### src/rtl/dram_page_ctl.sv
module dram_page_ctl #(
  parameter int HALF_W       = 11,
  parameter int DATA_W       = 16,
  parameter int T_RAC        = 6,
  parameter int T_RC         = 11,
  parameter int T_CAC        = 2,
  parameter int T_PC         = 4,
  parameter int REF_INTERVAL = 390
) (
  input  logic                  clk,
  input  logic                  rst_n,
  input  logic                  req_valid,
  output logic                  req_ready,
  input  logic                  req_we,
  input  logic [2*HALF_W-1:0]   req_addr,
  input  logic [DATA_W-1:0]     req_wdata,
  output logic                  rd_valid,
  output logic [DATA_W-1:0]     rd_data,
  output logic                  dram_ras_n,
  output logic                  dram_cas_n,
  output logic                  dram_we_n,
  output logic [HALF_W-1:0]     dram_addr,
  output logic [DATA_W-1:0]     dram_dq_out,
  output logic                  dram_dq_oe,
  input  logic [DATA_W-1:0]     dram_dq_in
);

  localparam int CNT_W = $clog2(T_RC + T_RAC + T_PC + T_CAC + 1) + 1;
  localparam logic [CNT_W-1:0] CNT_MAX = '1;
  localparam logic [CNT_W-1:0] RC_LIM  = CNT_W'(T_RC - 1);
  localparam logic [CNT_W-1:0] RAC_LIM = CNT_W'(T_RAC - 1);
  localparam logic [CNT_W-1:0] CAC_LIM = CNT_W'(T_CAC - 1);
  localparam logic [CNT_W-1:0] PC_LIM  = CNT_W'(T_PC - 1);
  localparam int REF_W = $clog2(REF_INTERVAL);
  localparam logic [REF_W-1:0] REF_LIM = REF_W'(REF_INTERVAL - 1);

  typedef enum logic [2:0] {
    S_IDLE, S_ACT, S_CASW, S_COL, S_OPEN, S_RFA, S_RFH
  } state_t;

  state_t             state;
  logic [CNT_W-1:0]   rc_cnt, cas_cnt;
  logic [REF_W-1:0]   ref_tmr;
  logic               ref_pend;
  logic [HALF_W-1:0]  ref_row, open_row, cur_row, cur_col;
  logic               cur_we;
  logic [DATA_W-1:0]  cur_wdata;

  wire [HALF_W-1:0] req_row = req_addr[2*HALF_W-1:HALF_W];
  wire [HALF_W-1:0] req_col = req_addr[HALF_W-1:0];
  wire rc_ok    = rc_cnt >= RC_LIM;
  wire rac_ok   = rc_cnt >= RAC_LIM;
  wire cac_ok   = cas_cnt >= CAC_LIM;
  wire pc_ok    = cas_cnt >= PC_LIM;
  wire take     = req_valid && req_ready;
  wire col_done = cac_ok && (cur_we || rac_ok);
  wire ref_tick = ref_tmr == REF_LIM;
  wire ref_done = (state == S_RFH) && rac_ok;

  assign req_ready = ((state == S_IDLE) || (state == S_OPEN)) && !ref_pend;

  always_ff @(posedge clk) begin
    if (!rst_n) begin
      ref_tmr  <= '0;
      ref_pend <= 1'b0;
      ref_row  <= '0;
    end else begin
      ref_tmr  <= ref_tick ? '0 : ref_tmr + 1'b1;
      ref_pend <= ref_tick || (ref_pend && !ref_done);
      if (ref_done) ref_row <= ref_row + 1'b1;
    end
  end

  always_ff @(posedge clk) begin
    if (!rst_n) begin
      state       <= S_IDLE;
      rc_cnt      <= CNT_MAX;
      cas_cnt     <= CNT_MAX;
      dram_ras_n  <= 1'b1;
      dram_cas_n  <= 1'b1;
      dram_we_n   <= 1'b1;
      dram_dq_oe  <= 1'b0;
      dram_dq_out <= '0;
      dram_addr   <= '0;
      rd_valid    <= 1'b0;
      rd_data     <= '0;
      open_row    <= '0;
      cur_row     <= '0;
      cur_col     <= '0;
      cur_we      <= 1'b0;
      cur_wdata   <= '0;
    end else begin
      rd_valid <= 1'b0;
      if (rc_cnt != CNT_MAX)  rc_cnt  <= rc_cnt + 1'b1;
      if (cas_cnt != CNT_MAX) cas_cnt <= cas_cnt + 1'b1;
      if (take) begin
        cur_row   <= req_row;
        cur_col   <= req_col;
        cur_we    <= req_we;
        cur_wdata <= req_wdata;
      end
      case (state)
        S_IDLE: begin
          if (ref_pend)  state <= S_RFA;
          else if (take) state <= S_ACT;
        end
        S_ACT: if (rc_ok) begin
          dram_ras_n <= 1'b0;
          dram_addr  <= cur_row;
          open_row   <= cur_row;
          rc_cnt     <= '0;
          state      <= S_CASW;
        end
        S_CASW: if (pc_ok) begin
          dram_cas_n  <= 1'b0;
          dram_addr   <= cur_col;
          dram_we_n   <= !cur_we;
          dram_dq_oe  <= cur_we;
          dram_dq_out <= cur_wdata;
          cas_cnt     <= '0;
          state       <= S_COL;
        end
        S_COL: if (col_done) begin
          dram_cas_n <= 1'b1;
          dram_we_n  <= 1'b1;
          dram_dq_oe <= 1'b0;
          if (!cur_we) begin
            rd_valid <= 1'b1;
            rd_data  <= dram_dq_in;
          end
          state <= S_OPEN;
        end
        S_OPEN: begin
          if (ref_pend) begin
            dram_ras_n <= 1'b1;
            state      <= S_IDLE;
          end else if (take) begin
            if (req_row == open_row) begin
              state <= S_CASW;
            end else begin
              dram_ras_n <= 1'b1;
              state      <= S_ACT;
            end
          end
        end
        S_RFA: if (rc_ok) begin
          dram_ras_n <= 1'b0;
          dram_addr  <= ref_row;
          rc_cnt     <= '0;
          state      <= S_RFH;
        end
        S_RFH: if (rac_ok) begin
          dram_ras_n <= 1'b1;
          state      <= S_IDLE;
        end
        default: state <= S_IDLE;
      endcase
    end
  end

  localparam int CHK_W = 16;
  logic [CHK_W-1:0] ras_gap, cas_gap;
  logic             ras_q, cas_q;

  always_ff @(posedge clk) begin
    if (!rst_n) begin
      ras_gap <= '1;
      cas_gap <= '1;
      ras_q   <= 1'b1;
      cas_q   <= 1'b1;
    end else begin
      ras_q <= dram_ras_n;
      cas_q <= dram_cas_n;
      if (ras_q && !dram_ras_n) ras_gap <= CHK_W'(1);
      else if (ras_gap != '1)   ras_gap <= ras_gap + 1'b1;
      if (cas_q && !dram_cas_n) cas_gap <= CHK_W'(1);
      else if (cas_gap != '1)   cas_gap <= cas_gap + 1'b1;
    end
  end

  assert_trc_R3: assert property (@(posedge clk) disable iff (!rst_n)
    $fell(dram_ras_n) |-> ras_gap >= CHK_W'(T_RC));
  assert_tpc_R5: assert property (@(posedge clk) disable iff (!rst_n)
    $fell(dram_cas_n) |-> cas_gap >= CHK_W'(T_PC));
  assert_cas_in_row_R2: assert property (@(posedge clk) disable iff (!rst_n)
    !dram_cas_n |-> !dram_ras_n);
  assert_rd_latency_R4: assert property (@(posedge clk) disable iff (!rst_n)
    rd_valid |-> (ras_gap >= CHK_W'(T_RAC)) && (cas_gap >= CHK_W'(T_CAC)));
  assert_rd_pulse_R4: assert property (@(posedge clk) disable iff (!rst_n)
    rd_valid |=> !rd_valid);
  assert_wr_drive_R8: assert property (@(posedge clk) disable iff (!rst_n)
    !dram_we_n |-> (!dram_cas_n && dram_dq_oe));
  assert_ready_idle_R11: assert property (@(posedge clk) disable iff (!rst_n)
    req_ready |-> dram_cas_n);

endmodule

### config.mk
export PLATFORM = sky130hd
export DESIGN_NAME = dram_page_ctl
export DESIGN_NICKNAME = d
export VERILOG_FILES = /design/src/rtl/dram_page_ctl.sv
export SDC_FILE = /design/constraint.sdc
export NUM_CORES = 1
export LEC_CHECK = 0
export BUFFER_PORTS_ARGS = -buffer_cell sky130_fd_sc_hd__buf_4
export CAP_MARGIN = 15
export CORE_UTILIZATION = 50
export CTS_CLUSTER_SIZE = 24
export DETAILED_ROUTE_END_ITERATION = 10
export PLACE_DENSITY = 0.73
export SYNTH_ARGS = -nofsm -noshare
export SYNTH_HDL_FRONTEND = slang
export SYNTH_SLANG_ARGS = --single-unit
### constraint.sdc
create_clock -name clk -period 2.9 [get_ports clk]
set_clock_uncertainty 0.2 [all_clocks]
set_input_delay 0 -clock clk [delete_from_list [all_inputs] [get_ports clk]]
set_output_delay 0 -clock clk [all_outputs]
set_load 0.03 [all_outputs]
Yosys cells after proc, flatten, opt, wreduce, memory -nomap -nowiden
Cells that the tools add are included.
- register bits after elaboration: 134
- input bits: 58
- logic and storage cells: 109
- add/subtract/negate cells: 4
- order comparisons: 4
- equality and inequality tests: 19
- muxes and demuxes: 36
- bitwise operators: 2
- reduce and logical (&&, ||, !) cells: 25
- operators by type and width (cell ; number):
    $mux W6 ; 6
    $mux W11 ; 3
    $pmux W11 S3 ; 1
    $mux W3 ; 9
    $pmux W3 S7 ; 1
    $add A6 B1 Y6 const B ; 2
    $ne A6 B6 Y1 const B ; 2
    $add A11 B1 Y11 const B ; 1
    $eq A11 B11 Y1 ; 1
    $mux W1 ; 11
    $ne A2 B2 Y1 const B ; 5
    $add A9 B1 Y9 const B ; 1
    $eq A3 B3 Y1 const B ; 3
    $eq A9 B9 Y1 const B ; 1
    $ne A3 B3 Y1 const B ; 3
    $reduce_and A3 Y1 ; 3
    $reduce_and A7 Y1 ; 1
    $eq A3 B2 Y1 const B ; 2
    $ge A6 B1 Y1 const B ; 1
    $ge A6 B2 Y1 const B ; 1
    $ge A6 B3 Y1 const B ; 1
    $ge A6 B4 Y1 const B ; 1
    $pmux W1 S2 ; 3
    $reduce_bool A3 Y1 ; 2
    14 further kinds ; 25

Longest topological paths before layout
- depth after elaboration: 7
- mapped depth: 9

Worst setup path before layout
Ideal clock, no wire load.
- kind: register to register
- start: register state[1]
- end: register cur_col[10]
- arrival: 2010 ps
- data required time: 2568 ps
- setup slack: 557 ps
- cell stages (with the launch flop): 8
- path buffers: 3
- period minus slack after synthesis: 2343 ps
- cell sequence: dfxtp_1 -> buf_2 -> nor3_1 -> nand2_1 -> clkbuf_1 -> clkbuf_1 -> nand2_1 -> a21oi_1
- word-level cells in the longest chain between the ends: 4
- elaborated cells on any way between the ends: 5
- those cells by class: 1 x eq/ne; 4 x reduce/logical
- ends and longest elaborated chain (item ; line ; text):
    start, declared ; 41 ; state_t state;
    start signal, assigned ; 76 ; state <= S_IDLE;
    start signal, assigned ; 104 ; if (ref_pend) state <= S_RFA;
    start signal, assigned ; 105 ; else if (take) state <= S_ACT;
    $eq A3 B3 Y1 / $logic_not A3 Y1 (equally long branches) ; 60 ; assign req_ready = ((state == S_IDLE) || (state == S_OPEN)) && !ref_pend;
    $logic_or A1 B1 Y1 * ; 60 ;
    $logic_and A1 B1 Y1 * ; 60 ;
    via req_ready ; 13 ; output logic req_ready,
    $logic_and A1 B1 Y1 * ; 55 ; wire take = req_valid && req_ready;
    end signal, assigned ; 98 ; cur_col <= req_col;
    end, declared ; 45 ; logic [HALF_W-1:0] ref_row, open_row, cur_row, cur_col;
Mark *: on every way through the listed nets, which the timed path passes. The rest lies on a longest branch.
A chain may end at the register's enable or synchronous reset.

Worst setup path in the final report
- start: register rc_cnt[1]
- end: register rd_data[15]
- word-level cells in the longest chain between the ends: 4
- ends and longest elaborated chain (item ; line ; text):
    start, declared ; 42 ; logic [CNT_W-1:0] rc_cnt, cas_cnt;
    start signal, assigned ; 94 ; if (rc_cnt != CNT_MAX) rc_cnt <= rc_cnt + 1'b1;
    $ge A6 B3 Y1 ; 52 ; wire rac_ok = rc_cnt >= RAC_LIM;
    $logic_or A1 B1 Y1 ; 56 ; wire col_done = cac_ok && (cur_we || rac_ok);
    $logic_and A1 B1 Y1 ; 56 ;
    $reduce_and A3 Y1 (no source line) ; - ;
    end signal, assigned ; 129 ; rd_data <= dram_dq_in;
    end, declared ; 18 ; output logic [DATA_W-1:0] rd_data,
Every way passes these cells.

==> reports/summary.txt <==
Crit path required time: 2.97 ns
YS warnings: 0
syn avg cell area: 8.58 um^2
Tot Pwr: 6.14 mW
ratio of cells with drive above 1 in the final layout: 0.192
Final Max Slew Viols: 0
routed length per placed instance: 15.7 um
Synth Area in Compound Gates: 0.158
worst-path fanout max: 17
TNS Setup: 0 ns
largest net degree at the start of global routing: 74
clock share of power: 0.383
antenna viol nets, final: 0
Setup Viol. Count Final: 0
final hold vios: 0
dpl hpwl: 9270 um
number of synthesized flops with an enable pin: 0
sequential share of power: 0.367
status: finished clean
commonest non-fill, non-tap cell in the layout: nand2_1
overall routing resource usage: 0.274
RSZ-0062 raised after global routing: false
design internal power: 4.28 mW
leading area contributor after synthesis: dfxtp_1
Pleak: 3.37 nW
synthesized cell area: 5650 um^2
Post-synth ARST share: 0
fin cells: 1004
Clk Latency, worst-skew pair: 0.42 ns
# rows: 38
Post-Synth Simple-Gate Area: 0.205
I/O Buffers: 106
first-pass iteration count of the detailed router: 5
syn nets: 727
Adder-Cell Fraction of Synth Area: 0.0221
final worst-path cycle share: 0.909
fill cell count: 746
io pins: 107
area occupied by multi-input gates: 2730 um^2
Slew headroom: 0.325
CTS max path bufs: 2
Hold Path Stages: 4
switch share: 0.303
Die H: 108 um
detailed-route via count: 5429
synthesis-to-layout area growth: 43.6%
clk slew on worst S/H paths: 0.06 ns
htree depth: 4
first-pass GRT wire length: 24800 um
Num CTS Buffers: 17
critical path type: reg -> reg
Net Sw Power: 1.86 mW
FF/Latch Area: 2680 um^2
post-CTS setup buffers: 0
Worst Hold Class: in -> reg
gpl congestion: 0.893
Initial Util: 0.517
crit start category: flip-flop
largest family of logic cells by synthesized area: simple AND/OR/NAND/NOR gates
Synth area leaders: dfxtp_1 47%, nand2_1 9.2%, a21oi_1 5.8%
cells on worst reg2reg path: 7
Diodes inserted: 0
power density over cell area: 756 nW/um^2
Die W: 108 um
multiplexer share of the synthesized area: 0.0567
Via density: 5.41
DRC: 0
final wirelength: 15700 um
min cycle time layout: 2.64 ns
Slew @ Worst Pin: 1.01 ns
flops & latches, synth: 134
Iteration-0 DRC Markers: 419
CTS tree: done
max_cap viols: 0
XOR/XNOR Fraction of Synth Area: 0.0418
Inst Count DP: 876
crit path DAT: 2.70 ns
synth unique cells: 47
clk root buf: clkbuf_16
clk sinks: 134
vias in the first global route: 5200
highest clock rate: 379 MHz
die area: 11700 um^2
antenna violations before repair: 0
highest-count cells in the layout ignoring fill and taps: 139 x nand2_1, 134 x dfxtp_1, 117 x buf_4
gr ovfl total: 0
Core ar.: 10900 um^2
Post-Synthesis Cells: 659
Worst Setup End Kind: flip-flop
Main synth FF type: dfxtp_1
post-synth top area share: 0.475
nets: 919
Seq/Total Area, Yosys: 0.475
Finished Core Util: 0.742
Logic pwr share: 0.249
worst vdd ir: 615 uV
==> repair_timing <==
item | in CTS | in global routing
resized for setup | 0 | 0
hold endpoints to repair | 83 | 0
hold buffers | 96 | 0
==> power by group through the flow <==
stage	Clock, mW	Sequential [mW]	Combinational, mW
final	2.35	2.26	1.53
after floorplan	0	2.35	0.901
after global routing	2.45	2.28	1.68
after detailed placement	0	2.28	1.36
after CTS	2.36	2.25	1.50
after global placement	0	2.27	1.31
==> worst paths after layout <==
| kind | end | slack [ns] | startpoint |
|---|---|---|---|
| worst max-delay path | rd_data[15] | 0.26 | rc_cnt[1] |
| worst min-delay path | rd_data[7] | 0.17 | dram_dq_in[7] |
| worst max register to register | rd_data[15] | 0.26 | rc_cnt[1] |
| worst min register to register | dram_dq_out[2] | 0.25 | cur_wdata[2] |
==> final cells by class <==
cell class / instances / area share
well taps: 140 / 0.0216
inverters: 11 / 0.00524
flip-flops and latches: 134 / 0.330
multi-input cells: 474 / 0.337
repair buffers: 213 / 0.227
clock inverters: 13 / 0.0250
clock buffers: 19 / 0.0546
==> worst max-delay path, stage by stage (launching register included) <==
cell	delay (ns)
dfxtp_1	0.42
inv_1	0.09
ha_1	0.18
nand2b_1	0.09
a2111o_1	0.26
o311a_1	0.88
mux2i_1	0.28
nor2_1	0.07
==> through the flow <==
| step | hold slack [ns] | cell area (um^2) | worst slack [ns] |
|---|---|---|---|
| after floorplan | -0.0640 | 5650 | 0.557 |
| after global placement | 0.0329 | 6510 | 0.436 |
| after detailed placement | 0.0514 | 6510 | 0.274 |
| after CTS | 0.154 | 8120 | 0.270 |
| after global routing | 0.160 | 8120 | 0.0555 |
| final | 0.168 | 8120 | 0.263 |
==> kinds of logic after synthesis <==
family,count (synthesis)
adder cells (fa/ha/maj),10
flip-flops,134
AND/OR/NAND/NOR,265
XOR/XNOR,27
buffers and inverters,51
multiplexers,32
AO/OA/AOI/OAI,140
==> per-layer routing <==
metal  track usage  part of all wire  up-vias
met5             0                 0        -
met4        0.0888             0.018        0
met3        0.0826             0.067       32
met2         0.461              0.49      199
met1         0.336              0.42     2564
li1              -                 -     2634
==> sequential cells by signal (all words and copies together), names as in the netlist <==
| register | count |
|---|---|
| cas_cnt | 6 |
| cur_col | 11 |
| cur_row | 11 |
| cur_wdata | 16 |
| cur_we | 1 |
| dram_addr | 11 |
| dram_cas_n | 1 |
| dram_dq_oe | 1 |
| dram_dq_out | 16 |
| dram_ras_n | 1 |
| dram_we_n | 1 |
| open_row | 11 |
| rc_cnt | 6 |
| rd_data | 16 |
| rd_valid | 1 |
| ref_pend | 1 |
| ref_row | 11 |
| ref_tmr | 9 |
| state | 3 |
==> synth_stat cells (3+ instances only) <==
| cell type | n |
|---|---|
| a211oi_2 | 11 |
| a21oi_1 | 66 |
| and2_1 | 3 |
| and3_1 | 9 |
| buf_2 | 6 |
| buf_6 | 5 |
| clkbuf_1 | 27 |
| dfxtp_1 | 134 |
| ha_1 | 10 |
| inv_1 | 10 |
| mux2i_1 | 32 |
| nand2_1 | 139 |
| nand2b_1 | 5 |
| nand3_1 | 11 |
| nand3b_1 | 5 |
| nand4_1 | 4 |
| nor2_1 | 65 |
| nor3_1 | 4 |
| o21ai_0 | 28 |
| o221ai_1 | 12 |
| o22ai_1 | 10 |
| or3_1 | 6 |
| xnor2_1 | 9 |
| xor2_1 | 18 |
No activity file was read; power rests on OpenSTA's default activity.
